[src/rtl/wbr_pkg.sv]
`timescale 1ns/1ps
package wbr_pkg;
  localparam int DEF_ROW_W  = 32;
  localparam int DEF_ROWS   = 34;
  localparam int DEF_ADDR_W = 11;

  // Stage-one payload carried between the row fetch and the column pick.
  typedef struct packed {
    logic valid;
    logic err;
  } s1_flags_t;
endpackage

[src/rtl/wbr_row_fetch.sv]
`timescale 1ns/1ps
module wbr_row_fetch
  import wbr_pkg::*;
#(
  parameter int ROW_W    = DEF_ROW_W,
  parameter int NUM_ROWS = DEF_ROWS,
  parameter int ADDR_W   = DEF_ADDR_W
) (
  input  logic                      clk,
  input  logic                      rst,
  input  logic                      req_valid,
  input  logic [ADDR_W-1:0]         req_addr,
  input  logic [ROW_W*NUM_ROWS-1:0] reg_flat,
  output s1_flags_t                 s1_flags,
  output logic [ROW_W-1:0]          s1_row,
  output logic [$clog2(ROW_W)-1:0]  s1_col
);
  localparam int COL_W     = $clog2(ROW_W);
  localparam int ROW_IDX_W = ADDR_W - COL_W;

  logic [ROW_W-1:0]     rows [NUM_ROWS];
  logic [ROW_IDX_W-1:0] row_idx;
  logic [COL_W-1:0]     col_idx;
  logic [ROW_W-1:0]     row_sel;
  logic                 row_bad;

  // Slice the flat register into rows.
  for (genvar r = 0; r < NUM_ROWS; r++) begin : g_rows
    assign rows[r] = reg_flat[r*ROW_W +: ROW_W];
  end

  assign row_idx = req_addr[ADDR_W-1:COL_W];
  assign col_idx = req_addr[COL_W-1:0];
  assign row_bad = (row_idx >= ROW_IDX_W'(NUM_ROWS));

  // Row-wide selection: one NUM_ROWS-way mux per column bit.
  always_comb begin
    row_sel = '0;
    for (int r = 0; r < NUM_ROWS; r++) begin
      if (row_idx == ROW_IDX_W'(r)) row_sel = rows[r];
    end
  end

  always_ff @(posedge clk) begin
    if (rst) begin
      s1_flags <= '0;
      s1_row   <= '0;
      s1_col   <= '0;
    end else begin
      s1_flags.valid <= req_valid;
      s1_flags.err   <= req_valid & row_bad;
      if (req_valid) begin
        s1_row <= row_sel;
        s1_col <= col_idx;
      end
    end
  end


  s1_err_needs_valid_chk: assert property (@(posedge clk) disable iff (rst)
    s1_flags.err |-> s1_flags.valid);


  s1_follows_req_chk: assert property (@(posedge clk) disable iff (rst)
    req_valid |=> s1_flags.valid);
endmodule

[src/rtl/wbr_col_pick.sv]
`timescale 1ns/1ps
module wbr_col_pick
  import wbr_pkg::*;
#(
  parameter int ROW_W = DEF_ROW_W
) (
  input  logic                     clk,
  input  logic                     rst,
  input  s1_flags_t                s1_flags,
  input  logic [ROW_W-1:0]         s1_row,
  input  logic [$clog2(ROW_W)-1:0] s1_col,
  output logic                     bit_valid,
  output logic                     bit_out,
  output logic                     bit_err
);
  logic picked;

  assign picked = s1_row[s1_col];

  always_ff @(posedge clk) begin
    if (rst) begin
      bit_valid <= 1'b0;
      bit_out   <= 1'b0;
      bit_err   <= 1'b0;
    end else begin
      bit_valid <= s1_flags.valid;
      bit_err   <= s1_flags.valid & s1_flags.err;
      bit_out   <= s1_flags.valid & ~s1_flags.err & picked;
    end
  end


  idle_quiet_chk: assert property (@(posedge clk) disable iff (rst)
    !bit_valid |-> (!bit_out && !bit_err));


  err_zero_chk: assert property (@(posedge clk) disable iff (rst)
    bit_err |-> (bit_valid && !bit_out));
endmodule

[src/rtl/wide_bit_reader.sv]
`timescale 1ns/1ps
module wide_bit_reader
  import wbr_pkg::*;
#(
  parameter int ROW_W    = DEF_ROW_W,
  parameter int NUM_ROWS = DEF_ROWS,
  parameter int ADDR_W   = DEF_ADDR_W
) (
  input  logic                      clk,
  input  logic                      rst,
  input  logic                      rd_valid,
  input  logic [ADDR_W-1:0]         rd_addr,
  input  logic [ROW_W*NUM_ROWS-1:0] reg_flat,
  output logic                      bit_valid,
  output logic                      bit_out,
  output logic                      bit_err
);
  localparam int COL_W     = $clog2(ROW_W);
  localparam int ROW_IDX_W = ADDR_W - COL_W;

  s1_flags_t        s1_flags;
  logic [ROW_W-1:0] s1_row;
  logic [COL_W-1:0] s1_col;

  wbr_row_fetch #(
    .ROW_W(ROW_W), .NUM_ROWS(NUM_ROWS), .ADDR_W(ADDR_W)
  ) u_fetch (
    .clk(clk), .rst(rst),
    .req_valid(rd_valid), .req_addr(rd_addr), .reg_flat(reg_flat),
    .s1_flags(s1_flags), .s1_row(s1_row), .s1_col(s1_col)
  );

  wbr_col_pick #(
    .ROW_W(ROW_W)
  ) u_pick (
    .clk(clk), .rst(rst),
    .s1_flags(s1_flags), .s1_row(s1_row), .s1_col(s1_col),
    .bit_valid(bit_valid), .bit_out(bit_out), .bit_err(bit_err)
  );


  latency_two_chk: assert property (@(posedge clk) disable iff (rst)
    rd_valid |-> ##2 bit_valid);


  idle_two_chk: assert property (@(posedge clk) disable iff (rst)
    !rd_valid |-> ##2 !bit_valid);


  range_err_chk: assert property (@(posedge clk) disable iff (rst)
    (rd_valid && (rd_addr[ADDR_W-1:COL_W] >= ROW_IDX_W'(NUM_ROWS)))
      |-> ##2 (bit_err && !bit_out));


  range_ok_chk: assert property (@(posedge clk) disable iff (rst)
    (rd_valid && (rd_addr[ADDR_W-1:COL_W] < ROW_IDX_W'(NUM_ROWS)))
      |-> ##2 !bit_err);
endmodule

[config.mk]
export PLATFORM = sky130hd
export DESIGN_NAME = wide_bit_reader
export DESIGN_NICKNAME = d
export VERILOG_FILES = /design/src/rtl/wbr_pkg.sv /design/src/rtl/wbr_row_fetch.sv /design/src/rtl/wbr_col_pick.sv /design/src/rtl/wide_bit_reader.sv
export SDC_FILE = /design/constraint.sdc
export NUM_CORES = 1
export LEC_CHECK = 0
export BUFFER_PORTS_ARGS = -buffer_cell sky130_fd_sc_hd__buf_4
export CAP_MARGIN = 30
export CORE_AREA = 2 2 433 435
export DETAILED_ROUTE_END_ITERATION = 8
export DIE_AREA = 0 0 435 437
export GPL_TIMING_DRIVEN = 1
export PLACE_DENSITY = 0.3
export SYNTH_ARGS = -nofsm -noshare
export SYNTH_HDL_FRONTEND = slang
export SYNTH_SLANG_ARGS = --single-unit
[constraint.sdc]
create_clock -name clk -period 3.5 [get_ports clk]
set_input_delay 0.525 -clock clk [delete_from_list [all_inputs] [get_ports clk]]
set_output_delay 0.525 -clock clk [all_outputs]
set_load 0.02 [all_outputs]
# Word-level counts from Yosys, hierarchy flattened
# Cells that the tools add are included.
# totals
regBits	42
wordCells	84
# op_classes
magnitude_cmp	2
eq_ne	33
mux	36
n_bitwise	5
n_reduce_logical	1
# ops
op	n
$mux W32	34
$eq A6 B5 Y1 const B	16
$eq A6 B4 Y1 const B	8
$eq A6 B3 Y1 const B	4
$eq A6 B2 Y1 const B	2
$eq A6 B6 Y1 const B	2
$eq A6 B1 Y1 const B	1
$ge A6 B6 Y1 const B	1
$logic_not A6 Y1	1
$lt A5 B6 Y1 const B	1
$bmux W1 S5	1
$and A1 B1 Y1	4
$mux W1	1
$not A1 Y1	1

# Depth between registers and ports, before layout
# Gate-level depths: netlist of the first run.
# depth
ltp_word	35
ltp_mapped	12
depth_no_buf	7

# Cells and area by module
# Synthesis of the first run repeated with hierarchy kept, for this count alone.
# hier_totals
hier_cells	1545
area_unflattened_um2	11160.7
# by_module_without_submodules
mod	instances	cells_each	area_per_inst_um2	seq_area_each_um2
wbr_row_fetch	1	1518	10777.8	780.7
wbr_col_pick	1	27	382.9	60.1

# Worst setup path after synthesis of the first run
# OpenSTA, ideal clock, no wires.
# synth_timing
path_type	in2reg
startpoint	in rd_addr[5]
endpoint	reg u_fetch.s1_row[10]
arrival_ns	2.334
required_ns	3.383
slack_ns	1.049
stages	9
cell_sequence	buf_4 -> buf_2 -> buf_4 -> mux2i_1 -> nor2_1 -> a221oi_1 -> nand3_1 -> or4_1 -> a22o_1
# synth_via
elab_chain_len	35
word_cells_on_any_way	68
cone_classes	eq/ne (33); mux (34); reduce/logical (1)
# synth_lines
element	line	rtl
start, declared	wide_bit_reader.sv:12	input logic [ADDR_W-1:0] rd_addr,
$logic_not A6 Y1	wbr_row_fetch.sv:40	if (row_idx == ROW_IDX_W'(r)) row_sel = rows[r];
$mux W32 (33 in series)	wbr_row_fetch.sv:40	
$mux W32 *	wbr_row_fetch.sv:40	
end signal, assigned	wbr_row_fetch.sv:53	s1_row <= row_sel;
end, declared	wbr_row_fetch.sv:15	output logic [ROW_W-1:0] s1_row,
# Every way passes the cells marked *; elsewhere a longest branch is shown, timed or not.
# A chain may end at the register's enable or synchronous reset.

# Worst setup path after layout of the first run
# layout_timing
startpoint	in rd_addr[7]
endpoint	reg u_fetch.s1_row[15]
# Same word-level chain as after synthesis.

==> results of run 1 <==
## cells in the mapped netlist (6+ instances only)
| cell type | count | area (um^2) |
|---|---|---|
| mux4_2 | 52 | 1170 |
| o21ai_0 | 196 | 981 |
| o22ai_1 | 79 | 494 |
| buf_4 | 26 | 195 |
| o211ai_1 | 21 | 158 |
| nor3_1 | 40 | 200 |
| a211o_1 | 7 | 61.3 |
| o21a_1 | 7 | 52.6 |
| nor2_1 | 175 | 657 |
| nand2b_1 | 16 | 100 |
| nand2_1 | 142 | 533 |
| mux2i_1 | 93 | 931 |
| a221oi_1 | 43 | 377 |
| and3_1 | 9 | 56.3 |
| a21oi_1 | 218 | 1090 |
| nor2b_1 | 18 | 113 |
| inv_1 | 10 | 37.5 |
| clkbuf_1 | 54 | 203 |
| nand3_1 | 24 | 120 |
| a211oi_1 | 20 | 150 |
| a2bb2oi_1 | 6 | 52.6 |
| a221o_1 | 12 | 120 |
| buf_6 | 8 | 90.1 |
| nor2_2 | 6 | 37.5 |
| o21ai_1 | 18 | 90.1 |
| mux2_2 | 56 | 631 |
| buf_2 | 100 | 500 |
| a32oi_1 | 6 | 52.6 |
| a31oi_1 | 26 | 163 |
| o221ai_1 | 42 | 368 |
| a22o_1 | 14 | 123 |
| o31ai_1 | 13 | 97.6 |
| o2bb2ai_1 | 14 | 123 |
| and2_1 | 6 | 37.5 |
| buf_1 | 6 | 22.5 |
| o2111ai_1 | 8 | 70.1 |
| dfxtp_1 | 42 | 841 |
| o32ai_1 | 6 | 52.6 |
| a22oi_1 | 64 | 480 |
| o21bai_1 | 6 | 45.0 |
## worst min-delay path, cell delays in order
cell	delay, ns
buf_4	0.08
mux2i_1	0.05
nor2_1	0.07
## where the power goes
part | internal [W] | switching, W
clock | 0.000356 | 0.000304
combinational | 0.00147 | 0.00156
sequential | 0.000513 | 0.0000420
## layout by cell type, fill, tap and decap left out, types with 21 or more instances in the layout
cell / instances
a221oi_1: 43
mux2i_1: 93
o21ai_0: 195
mux2_2: 56
o221ai_1: 42
buf_4: 1385
nand3_1: 24
buf_12: 44
nor3_1: 40
dfxtp_1: 42
nand2_1: 141
nor2_1: 168
mux4_2: 52
a22oi_1: 64
o211ai_1: 21
o22ai_1: 79
a21oi_1: 218
a31oi_1: 26
## final timing paths
kind	endpoint	slack (ns)	cells after the start
hold / removal	u_fetch.s1_col[0]	0.42	3
hold reg to reg	u_pick.bit_out	0.43	1
setup reg to reg	u_pick.bit_out	1.32	5
setup / recovery	u_fetch.s1_row[15]	0.13	11
## through the flow
| step | hold WS [ns] | cell area (um^2) | total power, W | setup WS [ns] |
|---|---|---|---|---|
| 2_1_floorplan | 0.389 | 12700 | 0.00143 | 1.05 |
| 3_3_place_gp | 0.417 | 26200 | 0.00365 | -0.475 |
| 3_5_place_dp | 0.420 | 26200 | 0.00364 | -0.440 |
| 4_1_cts | 0.398 | 26400 | 0.00435 | 0.0972 |
| 5_1_grt | 0.427 | 26400 | 0.00445 | 0.0578 |
| 6_report | 0.416 | 26400 | 0.00425 | 0.133 |
## routing by layer
layer	track usage	vias up	part of all wire
met3	0.0325	166	0.047
met5	0	-	0.00082
met4	0.0441	28	0.019
li1	-	9708	-
met2	0.417	1046	0.54
met1	0.250	11557	0.39
## state kept, by name, summed over array words and instances (netlist names)
signal and count:
u_fetch.s1_flags 2, u_fetch.s1_row 32, u_fetch.s1_col 5, u_pick.bit_out 1, u_pick.bit_err 1, u_pick.bit_valid 1
## logic make-up after synthesis
family / share of synthesized area
AO/OA/AOI/OAI: 0.450
AND/OR/NAND/NOR: 0.185
buffers and inverters: 0.0827
multiplexers: 0.215
flip-flops: 0.0663
## timing repair
item | 4_1_cts | 5_1_grt
endpoints found under the setup margin | 1 | 1
setup buffers | 0 | 0
gates resized for setup | 1 | 1
hold endpoints to repair | 0 | 0
## area by class of cell
cell class	count	share of cell area
well taps	2480	0.117
multi-input cells	1566	0.413
flip-flops and latches	42	0.0318
diodes	20	0.00189
clock buffers	6	0.00525
inverters	10	0.00170
repair buffers	1432	0.428
clock inverters	1	0.00114
==> summary.md, run 1 <==
| Metric | Value |
|---|---|
| Outcome | `completed` |
| Total CTS buffers | `5` |
| Syn avg cell area | `7.00 um^2` |
| Initial antenna violation count | `74` |
| Drt wl/cell | `38.8 um` |
| Via density | `4.05` |
| Setup TNS | `0 ns` |
| Slew HR | `0.289` |
| Drt drc | `0` |
| Kind of critical path | `primary input to flop` |
| P&R area growth vs syn | `108%` |
| H-tree levels | `2` |
| Initial Util | `0.0685` |
| Cell row count | `158` |
| FILL cells | `21.6k` |
| Die ar. | `190000 um^2` |
| CORE AREA | `185000 um^2` |
| Routed WL | `216000 um` |
| Worst path bufs/invs | `4` |
| Final Hold Viols | `0` |
| Slew @ Worst Pin | `1.06 ns` |
| Worst clock skew | `0.0282 ns` |
| Maximum Capacitance Violations | `0` |
| Largest net degree at the start of global routing | `57` |
| PortBufs | `1104` |
| CP dominant cell by count | `buf_4` |
| CP Launch Type | `primary input` |
| DRT antenna net count | `0` |
| Final min period | `3.37 ns` |
| Most used DFF post-synth | `dfxtp_1` |
| Starting DRT DRC Count | `1703` |
| Leakage | `11.0 nW` |
| Crit path max-delay family | `simple AND/OR/NAND/NOR gates` |
| Vias in the first global route | `23.2k` |
| Sequential cell area fraction in the yosys report | `0.0663` |
| Worst Hold Class | `primary input to flop` |
| CTS tree | `yes` |
| CTS Sinks | `42` |
| Final Net Count | `4159` |
| Clock buffer depth | `2` |
| Mapped Area | `12700 um^2` |
| FF/Latch Area | `841 um^2` |
| Clock Pin Slew Worst Setup and Hold Paths | `0.08 ns` |
| Crit-path cells | `buf_4 > buf_4 > nor4b_4 > buf_4 > nand2_1 > o22a_1 > buf_4 > o2111ai_1 > a21oi_1 > nor3_1 > o21ai_1` |
| Die Span Y | `437 um` |
| Worst EP required | `3.72 ns` |
| Ys async rst share | `0` |
| Period utilization | `0.962` |
| Fin util | `0.143` |
| Clk_lat worst skew | `0.36 ns` |
| GRT Total Usage | `0.217` |
| Root buf cell | `clkbuf_16` |
| Worst path arrival time | `3.58 ns` |
| Die Wd | `435 um` |
| PD cells | `161 nW/um^2` |
| Max-slew violations | `0` |
| First-pass GRT wire length | `267000 um` |
| Hold_sp | `rd_addr[0]` |
| Multi-input logic area | `10900 um^2` |
| Placed cells | `5530` |
| Critical-path top delay cell | `nor3_1` |
| Syn nets | `2914` |
| Share of cells above drive strength 1 | `0.524` |
| Fin cells | `5557` |
| Maximum VDD drop | `0.000175 V` |
| Global placer's final weighted congestion | `0.917` |
| Worst path max stage delay | `0.59 ns` |
| Hold-fix buffers at CTS | `0` |
| Mapped Cells | `1812` |
| DP HPWL | `190000 um` |
| Post-synth EDFFs | `0` |
| Ys Warns | `0` |
| # IOs | `1105` |
| Netlist cell types | `87` |
| Via count | `22.5k` |
| RSZ-0062 raised after global routing | `false` |
| Pre-antenna DRT Iters | `6` |
| Overflow after GRT | `0` |
| CP Capture Type | `flop` |
| FMAX | `297 MHz` |
| Critical Path Source | `rd_addr[7]` |
| Reg2Reg Launch Point | `u_fetch.s1_col[0]` |
| Final Setup Violations | `0` |
| CP Max Fanout | `12` |
| Flops & latches, synth | `42` |
Power figures use the tool's default switching activity.
==> run 2: changes to the inputs <==
--- a/config.mk
+++ b/config.mk
@@ -7,11 +7,12 @@
 export LEC_CHECK = 0
 export BUFFER_PORTS_ARGS = -buffer_cell sky130_fd_sc_hd__buf_4
 export CAP_MARGIN = 30
-export CORE_AREA = 2 2 433 435
+export CORE_AREA = 2 2 428 430
 export DETAILED_ROUTE_END_ITERATION = 8
-export DIE_AREA = 0 0 435 437
+export DIE_AREA = 0 0 430 432
 export GPL_TIMING_DRIVEN = 1
 export PLACE_DENSITY = 0.3
 export SYNTH_ARGS = -nofsm -noshare
 export SYNTH_HDL_FRONTEND = slang
+export SYNTH_HIERARCHICAL = 1
 export SYNTH_SLANG_ARGS = --single-unit
==> constraint.sdc (replaced) <==
create_clock -name clk -period 3.5 [get_ports clk]
set_input_delay 0.175 -clock clk [delete_from_list [all_inputs] [get_ports clk]]
set_output_delay 0.175 -clock clk [all_outputs]
set_load 0.02 [all_outputs]
==> summary.md, run 2 <==
| Metric | Value |
|---|---|
| H-tree levels | `2 (unchanged)` |
| Worst path arrival time | `3.47 ns (-0.11 ns)` |
| Worst EP required | `3.77 ns (+0.05 ns)` |
| Max-slew violations | `0 (unchanged)` |
| Cell row count | `157 (-0.63%)` |
| CP Launch Type | `primary input` |
| Pre-antenna DRT Iters | `7 (+1)` |
| Netlist cell types | `84 (-3.4%)` |
| Via count | `20.1k (-11%)` |
| Flops & latches, synth | `42 (unchanged)` |
| Logic pwr share | `0.700 (-0.014)` |
| Setup Fix Bufs, Post-CTS | `0 (unchanged)` |
| Sw Pwr | `0.00171 W (-10%)` |
| Top routing layer in use | `met5` |
| Worst reg2reg setup slack | `1.34 ns (+0.02 ns)` |
| Post-synth EDFFs | `0 (unchanged)` |
| Clock power share | `0.153 (-0.002)` |
| Met2 Wirelength | `106000 um (-9.4%)` |
| FMAX | `313 MHz (+5.4%)` |
| WL met3 | `12000 um (+18%)` |
| Drt wl/cell | `39.2 um (+0.99%)` |
| Sw Ratio | `0.447 (-0.00164)` |
| Final Hold Viols | `0 (unchanged)` |
| Largest Register | `u_fetch/s1_row` |
| Initial Util | `0.0614 (-0.00711)` |
| Worst-case reg-to-reg path depth | `4 (-1)` |
| # resized after CTS | `0 (-1)` |
| DP HPWL | `182000 um (-4.3%)` |
| Die Span Y | `432 um (-1.1%)` |
| Starting DRT DRC Count | `1384 (-19%)` |
| Slew @ Worst Pin | `1.04 ns (-0.0256 ns)` |
| Final Setup Violations | `0 (unchanged)` |
| Final Net Count | `3835 (-7.8%)` |
| Global placer's final weighted congestion | `0.910 (-0.76%)` |
| DRT met1 WL | `78700 um (-6.8%)` |
| Clock Pin Slew Worst Setup and Hold Paths | `0.09 ns (about the same)` |
| Maximum Capacitance Violations | `0 (unchanged)` |
| Mapped Area | `11200 um^2 (-12%)` |
| Kind of critical path | `primary input to flop` |
| Clk_lat worst skew | `0.35 ns (about the same)` |
| Ys Warns | `6 (+6)` |
| DRT antenna net count | `0 (unchanged)` |
| Largest net degree at the start of global routing | `60 (+5.3%)` |
| CORE AREA | `182000 um^2 (-1.8%)` |
| Crit path to | `u_fetch/s1_row[0]` |
| Hold-fix buffers at CTS | `0 (unchanged)` |
| R2r endpoint | `u_pick/bit_out` |
| Share of cells above drive strength 1 | `0.544 (+0.0195)` |
| GRT Total Usage | `0.208 (-0.00904)` |
| Clock buffer depth | `2 (unchanged)` |
| CTS tree | `yes` |
| Slew HR | `0.303 (+0.0146)` |
| Final min period | `3.19 ns (-0.174 ns)` |
| Max reg flops | `32 (unchanged)` |
| Count leader, synth | `o21ai_0` |
| Most instantiated cells after synthesis | `164 x o21ai_0, 132 x a21oi_1, 129 x nor2_1, 127 x nand2_1, 100 x o22ai_1` |
| Most common cell after layout, fill and taps aside | `buf_4` |
| Syn avg cell area | `7.22 um^2 (+3.2%)` |
| Reg2Reg Launch Point | `u_fetch/s1_col[1]` |
| Vias in the first global route | `21.0k (-9.5%)` |
| WHS | `0.0595 ns (-0.357 ns)` |
| Total CTS buffers | `5 (unchanged)` |
| Syn nets | `2647 (-9.2%)` |
| Overflow after GRT | `0 (unchanged)` |
| Die ar. | `186000 um^2 (-2.3%)` |
| # IOs | `1105 (unchanged)` |
| RSZ-0062 raised after global routing | `false` |
| Leakage | `10.0 nW (-8.4%)` |
| Routed WL | `202000 um (-6.5%)` |
| Dominant cell type by area after synthesis | `mux4_2` |
| Initial antenna violation count | `96 (+30%)` |
| Reg power frac | `0.147 (+0.017)` |
| Period utilization | `0.912 (-0.0497)` |
| Worst Hold Class | `primary input to flop` |
| Worst clock skew | `0.0168 ns (-0.0114 ns)` |
| Ys async rst share | `0 (unchanged)` |
| Top cells by area, synth | `mux4_2 10%, dfxtp_1 7.5%, o21ai_0 7.4%, mux2i_1 7.1%, a21oi_1 5.9%` |
| CP Max Fanout | `21 (+9)` |
| PortBufs | `1104 (unchanged)` |
| P&R area growth vs syn | `116%` |
| CP Capture Type | `flop` |
| Synth top area share | `0.105 (+0.0126)` |
| Most used DFF post-synth | `dfxtp_1` |
| P_int | `0.00212 W (-9.6%)` |
| Mapped Cells | `1545 (-15%)` |
| Placed Area | `23900 um^2 (-8.8%)` |
| Maximum VDD drop | `0.000179 V (+2.6%)` |
| Design Area, Final | `24100 um^2 (-8.8%)` |
| Root buf cell | `clkbuf_16` |
| Critical Path Source | `rd_addr[10]` |
| Sequential cell area fraction in the yosys report | `0.0753 (+0.00903)` |
| CTS Sinks | `42 (unchanged)` |
| First-pass GRT wire length | `248000 um (-7.4%)` |
| PD cells | `159 nW/um^2 (-1.2%)` |
| Most frequent cells in the layout | `1323 x buf_4, 164 x o21ai_0, 132 x a21oi_1, 124 x nor2_1, 124 x nand2_1` |
| FILL cells | `21.0k (-2.8%)` |
| Outcome | `completed` |
| Drt drc | `0 (unchanged)` |
| Top Registers | `u_fetch/s1_row x32, u_fetch/s1_col x5, u_fetch/s1_flags x2` |
| Die Wd | `430 um (-1.1%)` |
| Via density | `3.90 (-3.6%)` |
## run 2: worst max-delay path, stage by stage
cell	delay [ns]
buf_4	0.20
buf_4	0.22
nor4b_4	0.63
buf_4	0.31
nand2_1	0.16
o211ai_1	0.42
a31oi_1	0.25
o41ai_1	0.78
a21oi_1	0.16
nor2_1	0.13
## run 2: layout make-up
type | count | area, um^2 | area share
multi-input cells | 1329 | 9650 | 0.400
well taps | 2385 | 2980 | 0.124
clock inverters | 2 | 12.5 | 0.000519
clock buffers | 6 | 139 | 0.00576
repair buffers | 1348 | 10400 | 0.431
flip-flops and latches | 42 | 841 | 0.0349
inverters | 7 | 27.5 | 0.00114
diodes | 24 | 60.1 | 0.00249
## run 2: power by group through the flow
stage                     registers (W)  logic (W)  clock network, W
after floorplan                0.000538   0.000730                 0
after global placement         0.000579    0.00273                 0
after detailed placement       0.000578    0.00273                 0
after CTS                      0.000567    0.00273          0.000635
after global routing           0.000567    0.00282          0.000629
final                          0.000563    0.00268          0.000586
## run 2: how the worst min path moves through the flow
stage / from / slack (ns) / to / depth (start not counted)
2_1_floorplan: rst / 0.25 / u_pick/bit_valid / 1
3_3_place_gp: rd_addr[0] / 0.42 / u_fetch/s1_col[0] / 3
3_5_place_dp: rd_addr[0] / 0.43 / u_fetch/s1_col[0] / 3
4_1_cts: rd_addr[0] / 0.04 / u_fetch/s1_col[0] / 3
5_1_grt: rd_addr[4] / 0.08 / u_fetch/s1_col[4] / 3
6_report: rd_addr[0] / 0.06 / u_fetch/s1_col[0] / 3
## run 2: layer usage
metal	track usage	vias up
li1	-	8684
met3	0.0457	212
met2	0.389	959
met5	0	-
met4	0.0420	90
met1	0.240	10125
## run 2: logic make-up (layout without fill, tap and decap cells)
kind of cell	count (synthesis)	after routing	share of synthesized area
AOI/OAI and AO/OA	747	747	0.452
buffers and inverters	174	1363	0.0733
DFF	42	42	0.0753
muxes	172	172	0.223
other	0	24	0
and+or+nand+nor	410	410	0.177
## run 2: metrics by stage
stage,instances,power [W],setup slack [ns],utilization,TNS (ns)
2_1_floorplan,1545,0.00127,1.33,-,0
3_3_place_gp,5105,0.00331,-0.301,0.131,-0.814
3_5_place_dp,5110,0.00330,-0.0653,0.131,-0.151
4_1_cts,5118,0.00394,0.287,0.132,0
5_1_grt,5132,0.00402,0.245,0.133,0
6_report,5143,0.00383,0.307,0.133,0
